**config.mk**
```make
export PLATFORM = sky130hd
export DESIGN_NAME = fwt_timer
export DESIGN_NICKNAME = d
export VERILOG_FILES = /design/src/rtl/fwt_pkg.sv /design/src/rtl/fwt_cfg.sv /design/src/rtl/fwt_cnt_stage.sv /design/src/rtl/fwt_timer.sv
export SDC_FILE = /design/constraint.sdc
export NUM_CORES = 1
export LEC_CHECK = 0
export CORE_ASPECT_RATIO = 1.2
export CORE_MARGIN = 2
export CORE_UTILIZATION = 54
export DETAILED_ROUTE_END_ITERATION = 7
export GPL_ROUTABILITY_DRIVEN = 0
export GPL_TIMING_DRIVEN = 1
export PLACE_DENSITY = 0.77
export SETUP_SLACK_MARGIN = 0.1
export SYNTH_ARGS = -nofsm -noshare
export SYNTH_HDL_FRONTEND = slang
export SYNTH_SLANG_ARGS = --single-unit
export TNS_END_PERCENT = 1
```
**constraint.sdc**
```tcl
create_clock -name clk_i -period 4.4 [get_ports clk_i]
set_clock_uncertainty 0.05 [all_clocks]
set_input_delay 0.88 -clock clk_i [delete_from_list [all_inputs] [get_ports clk_i]]
set_output_delay 0.88 -clock clk_i [all_outputs]
set_load 0.02 [all_outputs]
```
**src/rtl/fwt_pkg.sv**
```systemverilog
package fwt_pkg;
  typedef enum logic [1:0] {
    MODE_FRAME  = 2'b00,
    MODE_FELICA = 2'b01,
    MODE_FIELD  = 2'b10,
    MODE_RSVD   = 2'b11
  } fwt_mode_e;

  localparam logic [7:0] ST_CLEAR   = 8'h00;
  localparam logic [7:0] ST_RX_OK   = 8'h80;
  localparam logic [7:0] ST_TIMEOUT = 8'h87;
endpackage

```
**src/rtl/fwt_cfg.sv**
```systemverilog
module fwt_cfg #(
  parameter int PP_W         = 4,
  parameter int MM_W         = 8,
  parameter int DD_W         = 8,
  parameter int PRESC_W      = 8,
  parameter int TMR_W        = 8,
  parameter int PP_MAX       = 14,
  parameter int DD_MAX       = 127,
  parameter int DD_OFFSET    = 128,
  parameter int FRAME_SHIFT  = 5,
  parameter int FELICA_SHIFT = 12,
  parameter int BASE_W       = 13,
  parameter int MUL_W        = 8,
  parameter int EXP_W        = 14
) (
  input  fwt_pkg::fwt_mode_e  mode_i,
  input  logic [PP_W-1:0]     pp_i,
  input  logic [MM_W-1:0]     mm_i,
  input  logic [DD_W-1:0]     dd_i,
  input  logic [PRESC_W-1:0]  presc_i,
  input  logic [TMR_W-1:0]    tmr_i,
  output logic                valid_o,
  output logic [BASE_W-1:0]   base_o,
  output logic [MUL_W-1:0]    mul_o,
  output logic [EXP_W-1:0]    exp_o
);
  import fwt_pkg::*;

  logic pp_ok, dd_ok;
  logic [31:0] exp_full, frame_base;

  // All outputs are "count minus one" reload values
  always_comb begin
    pp_ok      = 32'(pp_i) <= 32'(PP_MAX);
    dd_ok      = 32'(dd_i) <= 32'(DD_MAX);
    exp_full   = (32'd1 << pp_i) - 32'd1;
    frame_base = ((32'(dd_i) + 32'(DD_OFFSET)) << FRAME_SHIFT) - 32'd1;
    valid_o    = 1'b0;
    base_o     = '0;
    mul_o      = '0;
    exp_o      = '0;
    case (mode_i)
      MODE_FRAME: begin
        valid_o = pp_ok && dd_ok;
        base_o  = BASE_W'(frame_base);
        mul_o   = MUL_W'(mm_i);
        exp_o   = EXP_W'(exp_full);
      end
      MODE_FELICA: begin
        valid_o = pp_ok;
        base_o  = BASE_W'((32'd1 << FELICA_SHIFT) - 32'd1);
        mul_o   = MUL_W'(mm_i);
        exp_o   = EXP_W'(exp_full);
      end
      MODE_FIELD: begin
        valid_o = 1'b1;
        base_o  = BASE_W'(presc_i);
        mul_o   = MUL_W'(tmr_i);
        exp_o   = '0;
      end
      default: valid_o = 1'b0;
    endcase
  end
endmodule

```
**src/rtl/fwt_cnt_stage.sv**
```systemverilog
module fwt_cnt_stage #(
  parameter int W = 8
) (
  input  logic         clk_i,
  input  logic         rst_ni,
  input  logic         load_i,
  input  logic         step_i,
  input  logic [W-1:0] init_i,
  output logic         zero_o
);
  logic [W-1:0] cnt_q, rl_q;

  always_ff @(posedge clk_i or negedge rst_ni) begin
    if (!rst_ni) begin
      cnt_q <= '0;
      rl_q  <= '0;
    end else if (load_i) begin
      cnt_q <= init_i;
      rl_q  <= init_i;
    end else if (step_i) begin
      cnt_q <= (cnt_q == '0) ? rl_q : cnt_q - 1'b1;
    end
  end

  assign zero_o = (cnt_q == '0);

  // a load seeds the stage with the requested count
  assert_stage_load_R5: assert property (@(posedge clk_i) disable iff (!rst_ni)
    load_i |=> (cnt_q == $past(init_i)));
endmodule

```
**src/rtl/fwt_timer.sv**
```systemverilog
module fwt_timer #(
  parameter int PP_W         = 4,
  parameter int MM_W         = 8,
  parameter int DD_W         = 8,
  parameter int PRESC_W      = 8,
  parameter int TMR_W        = 8,
  parameter int PP_MAX       = 14,
  parameter int DD_MAX       = 127,
  parameter int DD_OFFSET    = 128,
  parameter int FRAME_SHIFT  = 5,
  parameter int FELICA_SHIFT = 12
) (
  input  logic               clk_i,
  input  logic               rst_ni,
  input  logic               start_i,
  input  logic               frame_rx_i,
  input  logic [1:0]         mode_i,
  input  logic [PP_W-1:0]    pp_i,
  input  logic [MM_W-1:0]    mm_i,
  input  logic [DD_W-1:0]    dd_i,
  input  logic [PRESC_W-1:0] presc_i,
  input  logic [TMR_W-1:0]   tmr_i,
  output logic               busy_o,
  output logic               timeout_o,
  output logic               param_err_o,
  output logic [7:0]         status_o
);
  import fwt_pkg::*;

  localparam int FRM_MAX  = (DD_MAX + DD_OFFSET) << FRAME_SHIFT;
  localparam int FEL_MAX  = 1 << FELICA_SHIFT;
  localparam int FLD_MAX  = 1 << PRESC_W;
  localparam int BASE_MAX = (FRM_MAX > FEL_MAX)
                            ? ((FRM_MAX > FLD_MAX) ? FRM_MAX : FLD_MAX)
                            : ((FEL_MAX > FLD_MAX) ? FEL_MAX : FLD_MAX);
  localparam int BASE_W   = $clog2(BASE_MAX + 1);
  localparam int MUL_W    = (MM_W > TMR_W) ? MM_W : TMR_W;
  localparam int EXP_W    = (PP_MAX > 0) ? PP_MAX : 1;

  logic              cfg_valid;
  logic [BASE_W-1:0] base_init;
  logic [MUL_W-1:0]  mul_init;
  logic [EXP_W-1:0]  exp_init;
  logic              base_zero, mul_zero, exp_zero;
  logic              busy_q, timeout_q, param_err_q;
  logic [7:0]        status_q;
  logic              start_ok, start_bad, expire, rx_stop;

  fwt_cfg #(
    .PP_W(PP_W), .MM_W(MM_W), .DD_W(DD_W), .PRESC_W(PRESC_W), .TMR_W(TMR_W),
    .PP_MAX(PP_MAX), .DD_MAX(DD_MAX), .DD_OFFSET(DD_OFFSET),
    .FRAME_SHIFT(FRAME_SHIFT), .FELICA_SHIFT(FELICA_SHIFT),
    .BASE_W(BASE_W), .MUL_W(MUL_W), .EXP_W(EXP_W)
  ) i_cfg (
    .mode_i  (fwt_mode_e'(mode_i)),
    .pp_i    (pp_i),
    .mm_i    (mm_i),
    .dd_i    (dd_i),
    .presc_i (presc_i),
    .tmr_i   (tmr_i),
    .valid_o (cfg_valid),
    .base_o  (base_init),
    .mul_o   (mul_init),
    .exp_o   (exp_init)
  );

  assign start_ok  = start_i && cfg_valid;
  assign start_bad = start_i && !cfg_valid;
  assign expire    = busy_q && base_zero && mul_zero && exp_zero;
  assign rx_stop   = busy_q && frame_rx_i;

  // Cascade: base period -> multiplier -> power-of-two exponent
  fwt_cnt_stage #(.W(BASE_W)) i_base (
    .clk_i(clk_i), .rst_ni(rst_ni), .load_i(start_ok),
    .step_i(busy_q), .init_i(base_init), .zero_o(base_zero));

  fwt_cnt_stage #(.W(MUL_W)) i_mul (
    .clk_i(clk_i), .rst_ni(rst_ni), .load_i(start_ok),
    .step_i(busy_q && base_zero), .init_i(mul_init), .zero_o(mul_zero));

  fwt_cnt_stage #(.W(EXP_W)) i_exp (
    .clk_i(clk_i), .rst_ni(rst_ni), .load_i(start_ok),
    .step_i(busy_q && base_zero && mul_zero), .init_i(exp_init), .zero_o(exp_zero));

  always_ff @(posedge clk_i or negedge rst_ni) begin
    if (!rst_ni) begin
      busy_q      <= 1'b0;
      timeout_q   <= 1'b0;
      param_err_q <= 1'b0;
      status_q    <= ST_CLEAR;
    end else begin
      timeout_q   <= 1'b0;
      param_err_q <= start_bad;
      if (start_ok) begin
        busy_q   <= 1'b1;
        status_q <= ST_CLEAR;
      end else if (rx_stop) begin
        busy_q   <= 1'b0;
        status_q <= ST_RX_OK;
      end else if (expire) begin
        busy_q    <= 1'b0;
        timeout_q <= 1'b1;
        status_q  <= ST_TIMEOUT;
      end
    end
  end

  assign busy_o      = busy_q;
  assign timeout_o   = timeout_q;
  assign param_err_o = param_err_q;
  assign status_o    = status_q;

  assert_timeout_code_R6: assert property (@(posedge clk_i) disable iff (!rst_ni)
    timeout_o |-> (status_o == ST_TIMEOUT));

  assert_timeout_idle_R5: assert property (@(posedge clk_i) disable iff (!rst_ni)
    timeout_o |-> !busy_o);

  assert_rx_stops_R7: assert property (@(posedge clk_i) disable iff (!rst_ni)
    (busy_o && frame_rx_i && !start_i) |=> (!busy_o && !timeout_o && status_o == ST_RX_OK));

  assert_bad_start_R8: assert property (@(posedge clk_i) disable iff (!rst_ni)
    (start_i && !cfg_valid && !busy_o) |=> (!busy_o && param_err_o));

  assert_idle_rx_R7: assert property (@(posedge clk_i) disable iff (!rst_ni)
    (!busy_o && !start_i) |=> (!busy_o && $stable(status_o)));
endmodule

```
======== After elaboration in Yosys (flattened, before gate mapping) ========
Index checks and enable logic that the tools add are counted.
word-level totals
  flip-flop bits (word level) ............. 81
  output and inout port bits .............. 11
  word-level logic and storage cells ...... 60
operators by class
  add/sub/neg operators ................... 6
  magnitude comparators ................... 2
  equal/unequal tests ..................... 2
  shifts and indexed selects .............. 1
  mux-type cells .......................... 22
  reductions and logical operators ........ 17
operator list
  kind                                                            number
  2-to-1 mux 14 bit                                               4
  2-to-1 mux 8 bit                                                6
  2-to-1 mux 13 bit                                               3
  case mux 13 bit (3 select lines)                                1
  subtractor 14 x 1 -> 14 bit, second input constant              2
  subtractor 13 x 1 -> 13 bit, second input constant              2
  case mux 8 bit (2 select lines)                                 1
  logical NOT 14 bit                                              1
  left shift 1 x 4 -> 14 bit, first input constant                1
  logical NOT 13 bit                                              1
  adder 8 bit, second input constant                              1
  less-or-equal comparator 8 x 7 -> 1 bit, second input constant  1
  logical NOT 8 bit                                               1
  subtractor 8 x 1 -> 8 bit, second input constant                1
  logical AND 1 bit                                               7
  2-to-1 mux 1 bit                                                6
  nonzero test 2 bit                                              3
  less-or-equal comparator 4 bit, second input constant           1
  case mux 1 bit (3 select lines)                                 1
  nonzero test 3 bit                                              1
  == test 2 x 1 -> 1 bit, second input constant                   1
  == test 2 bit, second input constant                            1
  logical NOT 2 bit                                               1
  OR reduction 2 bit                                              1
  logical NOT 1 bit                                               1

======== Longest topological paths before layout ========
Gate-level depths: netlist (run 1).
  word-level depth ........................ 7
  mapped depth ............................ 10

======== By module ========
Synthesis (run 1) repeated with hierarchy kept, for this count alone.
unflattened totals
  cell total of the unflattened synthesis .. 512
  area total of the unflattened synthesis .. 4777.1 sq um
by module, submodules not included
  module                   instances  cells each  area an instance (sq um)
  fwt_cnt_stage at i_exp   1          153         1526.5
  fwt_cnt_stage at i_base  1          148         1478.9
  fwt_cnt_stage at i_mul   1          95          938.4
  fwt_cfg                  1          91          566.8
  fwt_timer                1          25          266.5

======== Worst setup path before layout (run 1) ========
No wires, ideal clock.
  path type ............................... in2reg
  from .................................... in pp_i[2]
  to ...................................... reg i_exp.cnt_q[4]
  setup time .............................. 77 ps
  arrival time ............................ 2708 ps
  data required time ...................... 4273 ps
  setup slack ............................. 1564 ps
  cell stages on the path ................. 9
  cell sequence ........................... clkbuf_1 or4_1 ha_1 clkbuf_1 nor4b_1 o21bai_1 a21oi_1 a21oi_1 a21oi_1
between the ends
  longest elaborated chain between the ends .. 5
  elaborated cells on any way between the ends .. 9
RTL lines
  item                                                                 line                 text
  start: declaration                                                   fwt_timer.sv:18      input logic [PP_W-1:0] pp_i,
  branches (longest 5 deep; another with subtractor 14 x 1 -> 14 bit)  -
  end signal: assignment                                               fwt_cnt_stage.sv:18  cnt_q <= init_i;
  end signal: assignment                                               fwt_cnt_stage.sv:21  cnt_q <= (cnt_q == '0) ? rl_q : cnt_q - 1'b1;
  end: declaration                                                     fwt_cnt_stage.sv:11  logic [W-1:0] cnt_q, rl_q;
Several ways; the timed one is not identified.
A chain may end at the register's enable or synchronous reset.

======== Final worst setup path (run 1) ========
  from .................................... in pp_i[3]
  to ...................................... reg i_exp.cnt_q[6]
Same word-level chain as after synthesis.

==> metrics, run 1 <==
Post-CTS Setup Bufs=0; Routed wire per std cell=~16 um; Max IR drop VDD=approximately 0.20 mV; crit path max fanout=16; max frequency=323 MHz; Max Root-Sink Buffers=2; DP Cell Count=656; Worst EP arrival=3.34 ns; Detailed Routing Iterations Pass 1=4; sequential share of the synthesized area=just over 40%; post-synth top area share=approximately two fifths; Post-DP HPWL=7740 um; Crit Path Category=in2reg; Util after Layout=between 60% and 70%; Antenna Nets Post-Route=0; Clock Root Buffer=clkbuf_8; Max Cap Violations=0; Synth area leaders=dfrtp_1 41%, nand2_1 5.9%, nor2_1 3.5%; Worst-path clk slew=0.08 ns; worst min path class=reg2reg; hold path depth=2; total clock sinks=75; Fillers=slightly above 700; Vias/cell=just under 6; EDFF count, synth=0; largest net degree at the start of global routing=76; worst reg2reg path depth=7; via count=between 3000 and 4000; Total GRT Usage=between 20% and 30%; ANT cells=0; Initial Utilization=between 50% and 60%; DRC Markers=0; max-slew violation count=0; post-route total power=1.96 mW; RSZ-0062 raised after global routing=no; Die Ht=around 100 um; Worst Max-Slew Pin Slew=roughly 1.2 ns; drt total wl=10900 um; FP Rows=36; vias in the first global route=slightly below 4000; total congestion overflow=0; Final min period=around 3.1 ns; IO Pins=53; first-pass GRT wire length=18300 um; area delta synth->final=14.8%; Hold Path Sink=i_exp.rl_q[11]$_DFFE_PN0P_; syn_area_per_cell=8.65 um^2; outcome=finished clean; Unique masters post-synth=63; Cell Count, Final, Fillers Out=between 600 and 700; Startpoint Class=input port; worst reg2reg endpoint=i_base.cnt_q[3]$_DFFE_PN0P_; CTS H-tree depth=3; port bufs=48; antenna violations before repair=0; Cell Pwr Density=376 nW/um^2; # hold bufs at CTS=0; Synth Flop Type=dfrtp_1; final hold vios=0; Synth async-reset ratio=100%; FF-to-FF setup slack=~1.6 ns; cts repair resizes=0; Syn Std Cell Area=4540 um^2; Seq cells post-synth=between 70 and 80; Syn Inst Count=approximately 530; relative slew slack=around 17%; Synth area leader=dfrtp_1; CTS tree=yes; min-delay src=i_exp.rl_q[11]$_DFFE_PN0P_; share of cells above drive strength 1=just over 6%; P_leak=about 2.2 nW; CP required=approximately 4.6 ns; Skew-Pair Late Insertion Delay=around 0.36 ns; Hold WS=about 0.43 ns; Tcrit/Tclk final=around 70%; core area=approximately 8000 um^2; CTS buffer count=9; Setup TNS=0 ns; die area=between 9000 and 10000 um^2; final setup fails=0; fin nets=603; Die Width=slightly below 90 um; Iter 0 DRT Violations=approximately 230; kind of end point of the critical path=register; Reg-to-Reg Start=i_base.cnt_q[0]$_DFFE_PN0P_; Synth Warn #=0
[critical path, stage by stage]
cell and delay [ns]:
clkdlybuf4s50_1 0.64, or4_1 0.64, ha_1 0.35, nor3_1 0.23, a21oi_1 0.06, o21ai_0 0.25, a22o_1 0.17, o22a_1 0.12
[power breakdown]
part           internal [mW]  switching, mW  total (mW)
combinational          0.252          0.250       0.502
clock                  0.219          0.264       0.483
sequential             0.823          0.156       0.979
total                   1.29          0.670        1.96
[state kept, by name, summed over array words and instances, names as in the netlist]
signal / flops
busy_o: 1
i_base.cnt_q: 13
i_base.rl_q: 13
i_exp.cnt_q: 14
i_exp.rl_q: 14
i_mul.cnt_q: 8
i_mul.rl_q: 8
param_err_o: 1
status_o: 2
timeout_o: 1
[cell usage after synthesis, types with 5 or more instances]
| cell type | n |
|---|---|
| a21o_1 | 12 |
| a211oi_1 | 7 |
| nand2b_1 | 10 |
| nor2b_1 | 6 |
| clkbuf_1 | 28 |
| ha_1 | 8 |
| o211ai_1 | 7 |
| inv_1 | 17 |
| buf_4 | 6 |
| xnor2_1 | 13 |
| o21a_1 | 7 |
| dfrtp_1 | 75 |
| o21ai_0 | 31 |
| and3_1 | 5 |
| nor4_1 | 11 |
| nor3b_1 | 5 |
| a21oi_1 | 22 |
| a22oi_1 | 7 |
| o22a_1 | 13 |
| nand3_1 | 14 |
| nor2_1 | 42 |
| xor2_1 | 9 |
| nor3_1 | 11 |
| a31oi_1 | 16 |
| nand2_1 | 72 |
| a221oi_1 | 5 |
| nand4_1 | 7 |
[cell families (layout without fill, tap and decap cells)]
family / Yosys count / count (layout) / synth area share (%)
compound gates: 158 / 158 / 23.9
xor+xnor: 22 / 22 / 4.24
fa+ha+maj: 8 / 8 / 2.20
buf+inv: 56 / 86 / 5.51
flops: 75 / 75 / 41.3
mux: 4 / 4 / 0.991
other cells: 1 / 4 / 0.0825
simple gates: 201 / 201 / 21.8
[worst max path at each step]
stage | slack, ns | from | cells past startpoint | to
floorplan | 1.56 | pp_i[2] | 9 | i_exp.cnt_q[4]$_DFFE_PN0P_
global placement | 1.0 | pp_i[3] | 8 | i_exp.cnt_q[4]$_DFFE_PN0P_
detailed placement | 0.96 | pp_i[3] | 8 | i_exp.cnt_q[8]$_DFFE_PN0P_
CTS | 1.32 | pp_i[3] | 8 | i_exp.cnt_q[8]$_DFFE_PN0P_
global route | 1.05 | pp_i[3] | 8 | i_exp.cnt_q[4]$_DFFE_PN0P_
finish | 1.30 | pp_i[3] | 8 | i_exp.cnt_q[6]$_DFFE_PN0P_
[routing by layer]
metal / wire length, um / vias to the layer above / GRT usage, %
li1: - / 1965 / -
met1: 4670 / 1886 / 32.9
met2: 5560 / 84 / 41.7
met3: 425 / 20 / 2.78
met4: 223 / 0 / 10.0
met5: 0 / - / 0
[per-stage QoR]
stage / cell area (um^2) / setup slack (ns)
floorplan: 4550 / 1.56
global placement: 5040 / 0.997
detailed placement: 5040 / 0.962
CTS: 5220 / 1.32
global route: 5220 / 1.05
finish: 5220 / 1.30
[cells in the final DEF, fill, tap and decap left out, drive strengths merged, types with 4 or more instances in the layout]
| cell | netlist | routed |
|---|---|---|
| o22a | 13 | 13 |
| a31oi | 16 | 16 |
| nor3 | 11 | 11 |
| o21ai | 32 | 32 |
| inv | 17 | 18 |
| or4 | 6 | 6 |
| nand2 | 72 | 72 |
| nor4 | 12 | 12 |
| nand4 | 7 | 7 |
| conb | 1 | 4 |
| clkdlybuf4s50 | 0 | 47 |
| nor2 | 42 | 42 |
| a21oi | 23 | 23 |
| xnor2 | 13 | 13 |
| a211oi | 7 | 7 |
| xor2 | 9 | 9 |
| nand2b | 10 | 10 |
| dfrtp | 75 | 75 |
| o211ai | 7 | 7 |
| clkbuf | 28 | 10 |
| a22oi | 7 | 7 |
| nor2b | 6 | 6 |
| nor3b | 5 | 5 |
| o21a | 7 | 7 |
| a21o | 12 | 12 |
| buf | 11 | 6 |
| mux2 | 4 | 4 |
| a221oi | 5 | 5 |
| ha | 8 | 8 |
| and3 | 5 | 5 |
| nand3 | 14 | 14 |
[cell type report]
class	instances	area, um^2	share of cell area (%)
multi-input combinational	397	2440	46.8
sequential	75	1880	36.0
timing repair buffer	53	515	9.88
tap	114	143	2.73
clock buffer	10	138	2.64
inverter	17	63.8	1.22
clock inverter	6	38.8	0.743
(Power assumes the default switching activity.)
==> inputs of run 2 (changes only) <==
==> constraint.sdc (replaced) <==
create_clock -name clk_i -period 3.2 [get_ports clk_i]
set_clock_uncertainty 0.05 [all_clocks]
set_input_delay 0.64 -clock clk_i [delete_from_list [all_inputs] [get_ports clk_i]]
set_output_delay 0.64 -clock clk_i [all_outputs]
set_load 0.02 [all_outputs]
==> run 2 against run 1 <==
Critical path depth up 1. Clock-buffer cell count unchanged. Clock power up 68%. Design area up 3.6%. Via count up 4.9%. Sequential power up 37%. First-iteration DRC count up 40%. Combinational power up 45%. Hold slack worse by 0.059 ns. Final cell count up 2.7%. Die area unchanged. Critical endpoint is now i_exp.cnt_q[7]$_DFFE_PN0P_. Largest cell class unchanged. Largest power group unchanged.
==> metrics, run 2 (same netlist as run 1, synthesis figures left out) <==
IO Pins=53 (unchanged); total clock sinks=75 (unchanged); port bufs=48 (unchanged); Worst EP arrival=2.79 ns (-0.55 ns); drt total wl=11600 um (+6.8%); total congestion overflow=0 (unchanged); relative slew slack=36.7% (+20 points); Startpoint Class=register; Die Ht=104 um (unchanged); Setup TNS=0 ns (unchanged); vias in the first global route=4112 (+6.8%); Max IR drop VDD=0.368 mV (+81%); final setup fails=0 (unchanged); outcome=finished clean; Die Width=87.7 um (unchanged); Skew-Pair Late Insertion Delay=0.35 ns (about the same); Total GRT Usage=26.7% (+1.6 points); Final min period=2.61 ns; CTS tree=yes; Crit Path Category=reg2reg; CP cell instances=inv_1, ha_1, nor4b_1, buf_4, nand4_1, o21ai_1, buf_4, nand2_1, o22a_1; delay-heaviest family, CP=compound AO/OA/AOI/OAI gates; max-slew violation count=0 (unchanged); most used cell, CP=buf_4; Post-DP HPWL=8240 um (+6.3%); area delta synth->final=18.9%; FP Rows=36 (unchanged); Max Cap Violations=0 (unchanged); die area=9170 um^2 (unchanged); Worst-path clk slew=0.08 ns (about the same); DRC Markers=0 (unchanged); max frequency=roughly 380 MHz; crit path max fanout=9 (-7); Worst Max-Slew Pin Slew=0.949 ns (-0.286 ns); Post-CTS Setup Bufs=0 (unchanged); worst min path class=in2async; CTS buffer count=9 (unchanged); Clock Power Share=28.2% (+3.6 points); Tcrit/Tclk final=81.5%; post-route total power=2.88 mW (+47%); critical path buffer and inverter count=3 (+2); cts repair resizes=0 (unchanged); kind of end point of the critical path=register; Iter 0 DRT Violations=316 (+40%); Slowest Stage Delay on Critical Path=0.62 ns (-0.02 ns); Cell Pwr Density=533 nW/um^2 (+42%); P_leak=2.32 nW (+5.3%); ANT cells=0 (unchanged); most frequent cells in the layout=75 x dfrtp_1, 72 x nand2_1, 47 x clkdlybuf4s50_1, 42 x nor2_1, 31 x o21ai_0; Flop pwr share=46.5% (-3.4 points); Max Root-Sink Buffers=2 (unchanged); # hold bufs at CTS=0 (unchanged); fin nets=621 (+3.0%); antenna violations before repair=0 (unchanged); Int Pwr=1.94 mW (+50%); largest net degree at the start of global routing=76 (unchanged); core area=8150 um^2 (unchanged); Initial Utilization=55.7% (unchanged); Clock Root Buffer=clkbuf_8; Fillers=676 (-4.5%); leading registers by flop count=i_exp.cnt_q: 14 flops, i_exp.rl_q: 14 flops; cell at the slowest stage of the critical path=o21ai_1; Detailed Routing Iterations Pass 1=5 (+1); RSZ-0062 raised after global routing=no; Vias/cell=6.01 (+2.1%); Net Sw Power=0.942 mW (+40%); most common cell after layout, fill and taps aside=dfrtp_1; first-pass GRT wire length=19600 um (+7.4%); Antenna Nets Post-Route=0 (unchanged); final hold vios=0 (unchanged); Routed wire per std cell=16.8 um (+4.0%); CP required=3.38 ns (-1.26 ns); share of cells above drive strength 1=8.85% (+2.8 points); Comb pwr share=25.3% (-0.2 points); Switching Share=32.7% (-1.4 points); CTS H-tree depth=3 (unchanged); via count=4147 (+4.9%)
==> run 2: cell types whose count changed in the layout (fill, tap and decap cells not counted) <==
cell,change
bufinv_16,+2
clkinv_2,-1
clkbuf_8,-1
buf_4,+17
buf_12,+1
inv_6,+1
clkbuf_1,+1
clkinvlp_4,-2
==> run 2: power groups by stage <==
stage	clock (mW)	sequential (mW)	combinational (mW)
2_1_floorplan	0	1.29	0.532
3_3_place_gp	0	1.34	0.698
3_5_place_dp	0	1.35	0.721
4_1_cts	0.816	1.33	0.728
5_1_grt	0.859	1.37	0.820
6_report	0.813	1.34	0.728
==> run 2: metal layers <==
layer  wire length [um]  global-route usage, %  vias to the layer above
li1                   -                      -                     1997
met1               4720                   33.3                     1994
met2               6100                   46.2                      124
met3                514                   3.97                       32
met4                282                   9.34                        0
met5                  0                      0                        -
==> run 2: worst paths after layout <==
check	end	slack (ns)	cells past startpoint	start
hold reg to reg	i_exp.rl_q[11]$_DFFE_PN0P_	0.42	2	i_exp.rl_q[11]$_DFFE_PN0P_
hold / removal	i_base.cnt_q[6]$_DFFE_PN0P_	0.37	1	rst_ni
setup / recovery	i_exp.cnt_q[7]$_DFFE_PN0P_	0.59	9	i_base.cnt_q[0]$_DFFE_PN0P_
setup reg to reg	i_exp.cnt_q[7]$_DFFE_PN0P_	0.59	9	i_base.cnt_q[0]$_DFFE_PN0P_
max in group asynchronous	i_base.rl_q[8]$_DFFE_PN0P_	2.09	1	rst_ni
min in group clk_i	i_exp.rl_q[11]$_DFFE_PN0P_	0.42	2	i_exp.rl_q[11]$_DFFE_PN0P_
==> run 2: metrics by stage <==
| step | cell area, um^2 | worst slack [ns] | instances | hold slack, ns | utilization, % |
|---|---|---|---|---|---|
| finish | 5400 | 0.591 | 690 | 0.366 | 66.3 |
| global route | 5400 | 0.354 | 690 | 0.463 | 66.3 |
| CTS | 5400 | 0.602 | 690 | 0.418 | 66.3 |
| detailed placement | 5190 | 0.237 | 674 | 0.401 | 63.6 |
| global placement | 5190 | 0.328 | 674 | 0.396 | 63.6 |
| floorplan | 4550 | 0.604 | 528 | 0.294 | - |
==> run 2: worst register-to-register path, stage by stage (launching register included) <==
cell and delay, ns:
dfrtp_1 0.41, inv_1 0.12, ha_1 0.20, nor4b_1 0.24, buf_4 0.17, nand4_1 0.15, o21ai_1 0.62, buf_4 0.29
nand2_1 0.08, o22a_1 0.17
==> run 2: cell type report <==
class / count / area (um^2) / share of cell area, %
Clock buffer: 10 / 128 / 2.36
Clock inverter: 6 / 87.6 / 1.62
Inverter: 17 / 63.8 / 1.18
Multi-Input combinational cell: 397 / 2440 / 45.2
Sequential cell: 75 / 1880 / 34.7
Tap cell: 114 / 143 / 2.64
Timing Repair Buffer: 71 / 663 / 12.3
==> inputs of run 3 (changes only) <==
==> constraint.sdc (replaced) <==
create_clock -name clk_i -period 2.47 [get_ports clk_i]
set_clock_uncertainty 0.05 [all_clocks]
set_input_delay 0.494 -clock clk_i [delete_from_list [all_inputs] [get_ports clk_i]]
set_output_delay 0.494 -clock clk_i [all_outputs]
set_load 0.02 [all_outputs]
==> run 3 against run 2 <==
Clock power up 28%. Sequential cell count did not move. Largest power group unchanged. Final cell count increased by 6.1%. Sequential power increased by 27%. Utilization up 4.5 points. Non-clock buffer count grew 43. Highest routed layer unchanged. Maximum frequency up 11%. Largest cell class unchanged. Combinational power rose by 52%.
==> metrics, run 3 (same netlist as run 1, synthesis figures left out) <==
Cell Pwr Density=667 nW/um^2 (+25%); Comb pwr share=28.9% (+3.6 points); CTS tree=yes; Fillers=635 (-6.1%); drt total wl=12400 um (+6.7%); most common cell after layout, fill and taps aside=dfrtp_1; # hold bufs at CTS=0 (unchanged); met3 usage in global routing=5.48% (+1.5 points); area delta synth->final=27.0%; die area=9170 um^2 (unchanged); P_leak=2.52 nW (+8.7%); Worst Max-Slew Pin Slew=0.801 ns (-0.148 ns); vias in the first global route=4482 (+9.0%); Most Crowded Layer GR=met2; outcome=finished clean; leading registers by flop count=i_exp.cnt_q: 14 flops, i_exp.rl_q: 14 flops; CTS H-tree depth=3 (unchanged); Int Pwr=2.60 mW (+34%); final setup fails=0 (unchanged); Net Sw Power=1.25 mW (+33%); ANT cells=0 (unchanged); max frequency=424 MHz (+11%); Die Ht=104 um (unchanged); Slowest Stage Delay on Critical Path=0.62 ns (about the same); Crit Path Category=reg2reg; post-route total power=3.85 mW (+34%); IO Pins=53 (unchanged); Tcrit/Tclk final=95.4% (+14 points); core area=8150 um^2 (unchanged); final hold vios=0 (unchanged); Vias/cell=6.07 (+0.92%); Switching Share=32.6% (-0.15 points); Worst EP arrival=2.54 ns (-0.25 ns); worst reg2reg path depth=6 (-3); Worst-path clk slew=0.09 ns (about the same); Cell Count, Final, Fillers Out=732 (+6.1%); Reg-to-Reg Start=i_exp.cnt_q[5]$_DFFE_PN0P_; CTS buffer count=9 (unchanged); met2 usage in global routing=48.3% (+2.1 points); setup ws final=0.113 ns (-0.478 ns); Flop pwr share=44.2% (-2.3 points); DP Cell Count=711 (+5.5%); antenna violations before repair=0 (unchanged); Detailed Routing Iterations Pass 1=4 (-1); Initial Utilization=55.7% (unchanged); share of cells above drive strength 1=16.2% (+7.3 points); fin nets=664 (+6.9%); Routed wire per std cell=16.9 um (+0.58%); M1 GR Usage=33.7% (+0.46 points); Skew-Pair Late Insertion Delay=0.35 ns (about the same); Die Width=87.7 um (unchanged); Clock Root Buffer=clkbuf_8; port bufs=48 (unchanged); most frequent cells in the layout=75 x dfrtp_1, 72 x nand2_1, 61 x buf_4, 47 x clkdlybuf4s50_1, 42 x nor2_1; Total GRT Usage=28.1% (+1.4 points); kind of end point of the critical path=register; FP Rows=36 (unchanged); DRC Markers=0 (unchanged); worst reg2reg endpoint=i_exp.cnt_q[4]$_DFFE_PN0P_; Hold WS=0.0466 ns (-0.320 ns); worst min path class=in2async; Util after Layout=70.8% (+4.5 points); CP cell instances=or4_4, or4_4, buf_6, mux2_2, a21oi_2, a21oi_1; RSZ-0062 raised after global routing=yes; cell at the slowest stage of the critical path=or4_4; Post-DP HPWL=8890 um (+7.9%); Iter 0 DRT Violations=305 (-3.5%); total congestion overflow=0 (unchanged); via count=4440 (+7.1%); Max Root-Sink Buffers=2 (unchanged); Antenna Nets Post-Route=0 (unchanged); Final min period=2.36 ns (-0.252 ns); Clock Power Share=26.9% (-1.3 points); Max Cap Violations=0 (unchanged); total clock sinks=75 (unchanged); crit path max fanout=8 (-1); most used cell, CP=or4_4; Place WS=-0.158 ns (-0.395 ns); Startpoint Class=register; FF-to-FF setup slack=0.11 ns (-0.48 ns); max-slew violation count=0 (unchanged); first-pass GRT wire length=20600 um (+4.8%); largest net degree at the start of global routing=41 (-46%); CP required=2.65 ns (-0.73 ns); relative slew slack=46.1% (+9.4 points); Max IR drop VDD=0.524 mV (+42%)
run 3: cell types whose count changed in the layout (fill, tap and decap cells not counted), moves of 2 or more:
cell,before,now
buf_4,23,61
buf_6,0,4
a21oi_1,22,20
a21oi_2,1,3
clkinvlp_4,0,2
run 3: area by class of cell:
class,instances,area [um^2],share of cell area [%]
Sequential cell,75,1880,32.5
Multi-Input combinational cell,397,2460,42.7
Tap cell,114,143,2.47
Clock buffer,9,124,2.15
Inverter,17,63.8,1.11
Clock inverter,6,88.8,1.54
Timing Repair Buffer,114,1010,17.6
run 3: worst max-delay path, delay by kind of cell (launching register included):
kind	cells	cell delay, ns
AOI/OAI and AO/OA	2	0.18
buffers and inverters	1	0.16
DFF	1	0.40
muxes	1	0.27
and+or+nand+nor	2	1.19
run 3: routing by layer:
layer  routed length, um  vias to the layer above  share of wire (%)
li1                    -                     2086                  -
met1                5180                     2175                 42
met2                6360                      148                 51
met3                 538                       31                4.3
met4                 312                        0                2.5
met5                   0                        -                  0
run 3: what timing repair did:
item / in CTS / in global routing
endpoints found under the setup margin: 4 / 15
pin swaps: 3 / 2
buffers inserted: 5 / 1
resized for setup: 7 / 2
run 3: worst max-delay path by stage:
stage,cells after the start,slack [ns],end,startpoint
floorplan,9,0.11,i_exp.cnt_q[4]$_DFFE_PN0P_,pp_i[2]
global placement,8,-0.09,i_exp.cnt_q[6]$_DFFE_PN0P_,pp_i[3]
detailed placement,8,-0.16,i_exp.cnt_q[4]$_DFFE_PN0P_,pp_i[3]
CTS,7,0.04,status_o[7]$_DFFE_PN0P_,i_exp.cnt_q[0]$_DFFE_PN0P_
global route,6,0.02,i_exp.cnt_q[4]$_DFFE_PN0P_,i_exp.cnt_q[5]$_DFFE_PN0P_
finish,6,0.11,i_exp.cnt_q[4]$_DFFE_PN0P_,i_exp.cnt_q[5]$_DFFE_PN0P_
run 3: through the flow:
| stage | area, um^2 | setup TNS, ns |
|---|---|---|
| after global routing | 5770 | 0 |
| after global placement | 5490 | -0.255 |
| final | 5770 | 0 |
| after detailed placement | 5490 | -0.981 |
| after floorplan | 4570 | 0 |
| after CTS | 5760 | 0 |
run 3: power groups by stage:
stage / Clock (mW) / Combinational (mW) / Sequential, mW
final: 1.04 / 1.11 / 1.70
after global routing: 1.11 / 1.24 / 1.73
after CTS: 1.05 / 1.10 / 1.69
after detailed placement: 0 / 1.08 / 1.72
after global placement: 0 / 1.04 / 1.70
after floorplan: 0 / 0.690 / 1.68
